`src/rtl/wh_pkg.sv`:
```
package wh_pkg;
  typedef enum logic [1:0] {
    FT_RSVD = 2'b00,
    FT_HEAD = 2'b01,
    FT_BODY = 2'b10,
    FT_TAIL = 2'b11
  } flit_kind_e;

  typedef enum logic [1:0] {
    PS_IDLE   = 2'b00,
    PS_WAIT   = 2'b01,
    PS_ACTIVE = 2'b10
  } port_state_e;
endpackage

```
`src/rtl/wh_flit_fifo.sv`:
```
module wh_flit_fifo #(
  parameter int W     = 10,
  parameter int DEPTH = 4
) (
  input  logic           clk,
  input  logic           rst_n,
  input  logic           wr_en,
  input  logic [W-1:0]   wr_data,
  input  logic           rd_en,
  output logic [W-1:0]   rd_data,
  output logic [$clog2(DEPTH):0] count
);
  localparam int AW = $clog2(DEPTH);

  logic [W-1:0] mem [DEPTH];
  logic [AW:0]  wptr_q, wptr_d;
  logic [AW:0]  rptr_q, rptr_d;

  always_comb begin
    wptr_d = wptr_q + {{AW{1'b0}}, wr_en};
    rptr_d = rptr_q + {{AW{1'b0}}, rd_en};
  end

  always_ff @(posedge clk or negedge rst_n) begin
    if (!rst_n) begin
      wptr_q <= '0;
      rptr_q <= '0;
    end else begin
      wptr_q <= wptr_d;
      rptr_q <= rptr_d;
    end
  end

  always_ff @(posedge clk) begin
    if (wr_en) begin
      mem[wptr_q[AW-1:0]] <= wr_data;
    end
  end

  assign rd_data = mem[rptr_q[AW-1:0]];
  assign count   = wptr_q - rptr_q;
endmodule

```
`src/rtl/wh_credit_ctr.sv`:
```
module wh_credit_ctr #(
  parameter int CRED_INIT = 3,
  parameter int CW        = 2
) (
  input  logic          clk,
  input  logic          rst_n,
  input  logic          take,
  input  logic          give,
  output logic [CW-1:0] count
);
  localparam logic [CW-1:0] RST_VAL = CW'(CRED_INIT);

  logic [CW-1:0] cnt_q, cnt_d;

  always_comb begin
    unique case ({give, take})
      2'b10:   cnt_d = cnt_q + 1'b1;
      2'b01:   cnt_d = cnt_q - 1'b1;
      default: cnt_d = cnt_q;
    endcase
  end

  always_ff @(posedge clk or negedge rst_n) begin
    if (!rst_n) cnt_q <= RST_VAL;
    else        cnt_q <= cnt_d;
  end

  assign count = cnt_q;
endmodule

```
`src/rtl/wh_port_fsm.sv`:
```
module wh_port_fsm
  import wh_pkg::*;
#(
  parameter int PW = 3
) (
  input  logic          clk,
  input  logic          rst_n,
  input  logic          front_vld,
  input  flit_kind_e    front_kind,
  input  logic [PW-1:0] rc_port,
  input  logic          sa_grant,
  input  logic          cred_avail,
  output logic [PW-1:0] route,
  output logic          pop,
  output logic          send,
  output logic          err_drop,
  output logic          sa_req,
  output logic          sa_hold
);
  port_state_e   st_q, st_d;
  logic [PW-1:0] route_q;
  logic          route_en;

  always_comb begin
    st_d     = st_q;
    route_en = 1'b0;
    pop      = 1'b0;
    send     = 1'b0;
    err_drop = 1'b0;
    sa_req   = 1'b0;
    sa_hold  = 1'b0;
    unique case (st_q)
      PS_IDLE: begin
        if (front_vld) begin
          if (front_kind == FT_HEAD) begin
            route_en = 1'b1;
            st_d     = PS_WAIT;
          end else begin
            pop      = 1'b1;
            err_drop = 1'b1;
          end
        end
      end
      PS_WAIT: begin
        sa_req = 1'b1;
        if (sa_grant) st_d = PS_ACTIVE;
      end
      PS_ACTIVE: begin
        sa_hold = 1'b1;
        if (front_vld && cred_avail) begin
          send = 1'b1;
          pop  = 1'b1;
          if (front_kind == FT_TAIL) st_d = PS_IDLE;
        end
      end
      default: st_d = PS_IDLE;
    endcase
  end

  always_ff @(posedge clk or negedge rst_n) begin
    if (!rst_n) st_q <= PS_IDLE;
    else        st_q <= st_d;
  end

  always_ff @(posedge clk or negedge rst_n) begin
    if (!rst_n)        route_q <= '0;
    else if (route_en) route_q <= rc_port;
  end

  assign route = route_q;
endmodule

```
`src/rtl/wh_inport_ctrl.sv`:
```
module wh_inport_ctrl
  import wh_pkg::*;
#(
  parameter int DW        = 8,
  parameter int NPORT     = 5,
  parameter int DEPTH     = 4,
  parameter int CRED_INIT = 3,
  localparam int PW       = $clog2(NPORT)
) (
  input  logic          clk,
  input  logic          rst_n,
  input  logic          in_valid,
  input  logic [1:0]    in_kind,
  input  logic [DW-1:0] in_data,
  output logic          in_ready,
  output logic [DW-1:0] rc_hdr,
  input  logic [PW-1:0] rc_port,
  output logic          sa_req,
  output logic          sa_hold,
  output logic [PW-1:0] sa_port,
  input  logic          sa_grant,
  output logic          out_valid,
  output logic [1:0]    out_kind,
  output logic [DW-1:0] out_data,
  output logic [PW-1:0] out_port,
  input  logic          cred_ret,
  output logic          err_proto
);
  localparam int AW = $clog2(DEPTH);
  localparam int FW = DW + 2;
  localparam int CW = $clog2(CRED_INIT + 1);
  localparam logic [AW:0] FULL_CNT = DEPTH[AW:0];

  logic [FW-1:0] fifo_rd;
  logic [AW:0]   fifo_cnt;
  logic          fifo_wr, fifo_full, front_vld;
  logic [CW-1:0] cred_cnt;
  logic          cred_avail;
  logic          pop, send, err_drop;
  logic [PW-1:0] route;
  flit_kind_e    front_kind;

  logic          out_valid_q, err_q;
  logic [1:0]    out_kind_q;
  logic [DW-1:0] out_data_q;
  logic [PW-1:0] out_port_q;

  assign fifo_full  = (fifo_cnt == FULL_CNT);
  assign front_vld  = (fifo_cnt != '0);
  assign fifo_wr    = in_valid && !fifo_full;
  assign front_kind = flit_kind_e'(fifo_rd[FW-1:DW]);
  assign cred_avail = (cred_cnt != '0);

  wh_flit_fifo #(.W(FW), .DEPTH(DEPTH)) u_fifo (
    .clk     (clk),
    .rst_n   (rst_n),
    .wr_en   (fifo_wr),
    .wr_data ({in_kind, in_data}),
    .rd_en   (pop),
    .rd_data (fifo_rd),
    .count   (fifo_cnt)
  );

  wh_credit_ctr #(.CRED_INIT(CRED_INIT), .CW(CW)) u_cred (
    .clk   (clk),
    .rst_n (rst_n),
    .take  (send),
    .give  (cred_ret),
    .count (cred_cnt)
  );

  wh_port_fsm #(.PW(PW)) u_fsm (
    .clk        (clk),
    .rst_n      (rst_n),
    .front_vld  (front_vld),
    .front_kind (front_kind),
    .rc_port    (rc_port),
    .sa_grant   (sa_grant),
    .cred_avail (cred_avail),
    .route      (route),
    .pop        (pop),
    .send       (send),
    .err_drop   (err_drop),
    .sa_req     (sa_req),
    .sa_hold    (sa_hold)
  );

  // link traversal stage: control bits reset, data path enabled by send
  always_ff @(posedge clk or negedge rst_n) begin
    if (!rst_n) begin
      out_valid_q <= 1'b0;
      err_q       <= 1'b0;
    end else begin
      out_valid_q <= send;
      err_q       <= err_drop;
    end
  end

  always_ff @(posedge clk) begin
    if (send) begin
      out_kind_q <= fifo_rd[FW-1:DW];
      out_data_q <= fifo_rd[DW-1:0];
      out_port_q <= route;
    end
  end

  assign in_ready  = !fifo_full;
  assign rc_hdr    = fifo_rd[DW-1:0];
  assign sa_port   = route;
  assign out_valid = out_valid_q;
  assign out_kind  = out_kind_q;
  assign out_data  = out_data_q;
  assign out_port  = out_port_q;
  assign err_proto = err_q;
endmodule

```
`config.mk`:
```
export PLATFORM = sky130hd
export DESIGN_NAME = wh_inport_ctrl
export DESIGN_NICKNAME = d
export VERILOG_FILES = /design/src/rtl/wh_pkg.sv /design/src/rtl/wh_flit_fifo.sv /design/src/rtl/wh_credit_ctr.sv /design/src/rtl/wh_port_fsm.sv /design/src/rtl/wh_inport_ctrl.sv
export SDC_FILE = /design/constraint.sdc
export NUM_CORES = 1
export LEC_CHECK = 0
export BUFFER_PORTS_ARGS = -buffer_cell sky130_fd_sc_hd__buf_2
export CAP_MARGIN = 20
export CORE_ASPECT_RATIO = 1.75
export CORE_UTILIZATION = 45
export CTS_CLUSTER_DIAMETER = 60
export DETAILED_ROUTE_END_ITERATION = 16
export PLACE_DENSITY = 0.66
export SKIP_CTS_REPAIR_TIMING = 1
export SYNTH_ARGS = -nofsm -noshare
export SYNTH_HDL_FRONTEND = slang
export SYNTH_SLANG_ARGS = --single-unit
```
`constraint.sdc`:
```
create_clock -name clk -period 10 [get_ports clk]
set_input_delay 2 -clock clk [delete_from_list [all_inputs] [get_ports clk]]
set_output_delay 2 -clock clk [all_outputs]
set_load 0.01 [all_outputs]
```
---- Yosys cells after proc, flatten, opt, wreduce, memory -nomap -nowiden ----
Memory sizes are Yosys's and may differ from the RTL's.
Index checks and enable logic that the tools add are counted.
storage, ports and cells
  register bits ........................... 28
  bits in latches ......................... 0
  RAM bits ................................ 40
  memory bits (read-only) ................. 0
  memories ................................ 1
memories
  memory      depth  bits a word  rd ports  clocked after memory_dff  write ports  RTL line            text
  u_fifo.mem  4      10           1         0                         1            wh_flit_fifo.sv:15  logic [W-1:0] mem [DEPTH];
cells by class
  $add $sub $neg .......................... 5
  multiply operators ...................... 0
  divide/modulo/power cells ............... 0
  magnitude comparators ................... 0
  equality and inequality tests ........... 12
  shifts and indexed selects .............. 0
  multiplexer cells ....................... 20
  bitwise logic cells ..................... 0
  reductions and logical operators ........ 8
operators by type and width
  kind                                                                      number
  1-bit 2-to-1 mux                                                          12
  2-bit 2-to-1 mux                                                          5
  2-bit by 1-bit inequality test with 1-bit output (second input constant)  4
  3-bit by 1-bit adder with 3-bit output                                    2
  2-bit by 1-bit equality test with 1-bit output (second input constant)    3
  2-bit equality test (second input constant)                               3
  2-bit case mux with 3 select lines                                        1
  5-bit AND reduction                                                       1
  2-bit case mux with 2 select lines                                        1
  2-bit nonzero test                                                        2
  3-bit equality test (second input constant)                               1
  3-bit nonzero test                                                        1
  3-bit subtractor                                                          1
  2-bit by 1-bit adder with 2-bit output (second input constant)            1
  1-bit logical AND                                                         2
  2-bit zero test                                                           1
  2-bit inequality test (second input constant)                             1
  1-bit case mux with 2 select lines                                        1
  2-bit by 1-bit subtractor with 2-bit output (second input constant)       1
  1-bit zero test                                                           1

---- Depth between registers and ports, before layout ----
  depth in word-level cells ............... 7
  depth in mapped cells ................... 10
  gate-level depth less buffers ........... 9

---- By module ----
From an unflattened synthesis, not the netlist that was laid out.
unflattened totals
  cell total of the unflattened synthesis .. 123
  area total of the unflattened synthesis .. 2602.5 µm²
modules (own cells, without submodules)
  module          times used  cells each  area each (µm²)  sequential area each (µm²)
  wh_flit_fifo    1           75          1762.9           1351.3
  wh_inport_ctrl  1           20          467.9            440.4
  wh_port_fsm     1           20          272.8            125.1
  wh_credit_ctr   1           8           98.8             52.6

---- Worst setup path before layout ----
No wires, ideal clock.
  kind .................................... reg-to-output
  start ................................... register u_fifo.rptr_q[1]
  end ..................................... output in_ready
  data arrival time ....................... 1.558 ns
  required time ........................... 8.000 ns
  setup slack ............................. 6.442 ns
  stages on the path, launching flop included .. 7
  buffers on the path ..................... 1
  cells stage by stage .................... dfrtp_1 > buf_4 > inv_1 > ha_1 > and2b_2 > xnor2_1 > nand2b_1
on the way
  cells in the longest elaborated chain, start to end .. 3
ends and longest elaborated chain
  item                    RTL line               text
  start, declared         wh_flit_fifo.sv:17     logic [AW:0] rptr_q, rptr_d;
  start signal, assigned  wh_flit_fifo.sv:30     rptr_q <= rptr_d;
  3-bit subtractor        wh_flit_fifo.sv:41     assign count = wptr_q - rptr_q;
  3-bit equality test     wh_inport_ctrl.sv:48   assign fifo_full = (fifo_cnt == FULL_CNT);
  1-bit zero test         wh_inport_ctrl.sv:107  assign in_ready = !fifo_full;
  end, declared           wh_inport_ctrl.sv:15   output logic in_ready,
No other way between the ends.

---- Worst setup path after layout ----
  start ................................... register u_fifo.rptr_q[0]
  end ..................................... output in_ready
Same word-level chain as after synthesis.

==> flow_summary.ini <==
[global_route]
grt-ovfl-total = 0
grt_max_degree = 16
grt_pass1_wl_mm = 6.94
globalRouteTotalUtil_pct = 15.9
grt_pass1_vias = 1388
antenna_found_initial = 0

[power]
leakagePower_nw = 1.28
switchingPower_uw = 339
clkPwrFrac_pct = 22.9
combPwrFrac_pct = 32.1
peakVddDrop_mv = 0.144
p_int_uw = 705
p_per_area_nw_per_um2 = 328
p_seq_share_pct = 45.0
sw_frac_of_total_pct = 32.5

[logic_synthesis]
synth.top_cell.area_share_pct = 59.1
postSynthAreaPerCell_um2 = 19.6
syn_inst = 137
synth_cell_types = 27
synthMuxAreaShare_pct = 10.7
yosysWarnings = 0
yosys.area_share.simple_pct = 3.72
synth_compound_area_share_pct = 3.07
yosysTopAreaCell = edfxtp_1
synth-xor-area-share_pct = 2.28
synth_edf_count = 53
synth_fp_nets = 162
ys.flop_type = edfxtp_1
synth_seq_cells = 68
ys_seq_area_share_pct = 73.2
synth.area.top_cells = edfxtp_1 59%, dfrtp_1 12%, mux4_1 7.8%
synth_area_um2 = 2690
async_reset_ff_share_pct = 22.1
synth_top_family_by_area = multiplexers
synth_fa_ha_area_share_pct = 3.25

[layout]
antenna_cells = 0
final_common_cell = edfxtp_1
design_area_um2 = 3180
area_growth_syn_to_layout_pct = 18.2
nFillCells = 456
drive_gt1_share_pct = 38.5
multi_input_area_um2 = 626
seqCellArea_um2 = 1970
mostFrequentLayoutCells = 53 x edfxtp_1, 46 x buf_2, 13 x dfrtp_1
nets = 212

[setup_path]
critPathRequiredTime_ns = 8.00
cp_max_fo = 12
crit_path_start_kind = flop
worstPathCellList = ha_1 > and2b_2 > xnor2_1 > nand2b_1 > buf_2
critical_path_class = reg -> out
max_stage_delay_ns = 0.60
crit_path_end_kind = output pin
critPathArrivalTime_ns = 2.30
critPathSlowestCell = dfrtp_1

[cts]
clk_latency_ns = 0.34
h-tree-depth = 3
cts_made_buffers = 9
clockBufferDepth = 2
cts-root-buf = clkbuf_8
cts_tree = built
clk_pin_slew_ns = 0.07
clock-sinks = 68

[status]
outcome = finished clean

[sta]
period_minus_slack_ns = 4.30
setup_violations = 0
fin_crit_sh_pct = 43.0
slew_headroom_pct = 53.6
rsz0062_at_grt = no
fmax_ghz = 0.233
tns_ns = 0
max_slew.worst_pin.slew_ns = 0.692
fin_skew_ns = 0.00689
hold_viol = 0
final_max_slew_viol_count = 0

[detailed_routing]
wl_met3_um = 231
wl_per_cell_um = 16.9
antenna_left = 0
vias = 1356
drc = 0
dr.pass1.iters = 4
wl_met2_mm = 2.50
wl_met1_mm = 1.70
viasPerCell = 5.06
drt-initial-drc-count = 82
highest_layer = met4
wl_mm = 4.53

[die]
die_area_um2 = 6310
die_y_um = 104
rows = 36
num_io_pins = 47
start_util_pct = 47.4
core_area_um2 = 5680
die_w_um = 60.5

[run]
cap_violations = 0

[place]
dpl.hpwl_mm = 3.17
io_buffer_count = 46
placed_cell_area_um2 = 2970
place.gp.congestion = 0.716

[min_path]
hold_path_class = reg -> reg
-- routing by layer --
metal / vias to the layer above / track usage, %
met4: 0 / 8.44
met1: 675 / 17.1
met5: - / 0
li1: 628 / -
met2: 46 / 26.4
met3: 7 / 5.10
-- power by group through the flow --
| stage | registers (mW) | clock network (mW) | logic (mW) |
|---|---|---|---|
| 4_1_cts | 0.472 | 0.245 | 0.342 |
| 3_5_place_dp | 0.476 | 0 | 0.340 |
| 2_1_floorplan | 0.464 | 0 | 0.259 |
| 5_1_grt | 0.479 | 0.257 | 0.372 |
| 3_3_place_gp | 0.470 | 0 | 0.327 |
| 6_report | 0.469 | 0.239 | 0.335 |
-- final cells by class --
type | instances | area share [%]
multi-input combinational | 53 | 19.7
inverter | 6 | 0.708
clock inverter | 7 | 2.87
timing repair buffer | 49 | 7.95
sequential | 68 | 61.9
clock buffer | 9 | 3.89
tap | 76 | 2.99
-- per-stage QoR --
| stage | power (mW) | setup WS, ns | hold WS [ns] | cells | utilization [%] |
|---|---|---|---|---|---|
| CTS | 1.06 | 5.65 | 0.478 | 268 | 56.0 |
| finish | 1.04 | 5.70 | 0.478 | 268 | 56.0 |
| detailed placement | 0.816 | 6.06 | 0.460 | 252 | 52.2 |
| global route | 1.11 | 5.56 | 0.493 | 268 | 56.0 |
| floorplan | 0.723 | 6.44 | 0.458 | 137 | - |
| global placement | 0.796 | 6.13 | 0.449 | 252 | 52.2 |
-- worst paths after layout --
kind                                    end             start  slack, ns  cells past startpoint
max                                in_ready  u_fifo.rptr_q[0]       5.70                      5
min                             out_port[0]    u_fsm.route[0]       0.48                      0
max reg2reg                u_fifo.mem[2][2]  u_fifo.rptr_q[0]       7.07                      6
min reg2reg                     out_port[0]    u_fsm.route[0]       0.48                      0
max in group asynchronous   u_cred.count[0]             rst_n       8.12                      1
min in group asynchronous     u_fsm.st_q[1]             rst_n       1.56                      1
-- cell families after synthesis --
group	Yosys count
AO/OA/AOI/OAI	9
flip-flops	68
buffers and inverters	16
multiplexers	13
XOR/XNOR	7
AND/OR/NAND/NOR	17
adder cells (fa/ha/maj)	7
-- cell usage after synthesis (3+ instances only) --
master / count
xnor2_1: 3
xor2_1: 4
nand2_1: 3
inv_1: 6
nand2b_1: 3
mux2_1: 3
mux4_1: 8
dfrtp_1: 13
buf_4: 9
edfxtp_1: 53
nor2_1: 3
a211oi_1: 3
ha_1: 7
-- worst max-delay path: cells and delay by family, from the launching register on --
family,cells,cell delay (ns)
buffers and inverters,1,0.12
flip-flops,1,0.60
AND/OR/NAND/NOR,2,0.37
XOR/XNOR,1,0.55
adder cells (fa/ha/maj),1,0.31
-- sequential cells by signal (all words and copies together) (netlist names), 2 cells and up --
| register | count |
|---|---|
| out_port | 3 |
| u_fifo.wptr_q | 3 |
| u_fifo.mem | 40 |
| u_fsm.st_q | 2 |
| u_fifo.rptr_q | 3 |
| out_kind | 2 |
| u_cred.count | 2 |
| out_data | 8 |
| u_fsm.route | 3 |
Note: power is estimated with default switching activity, not from simulation.
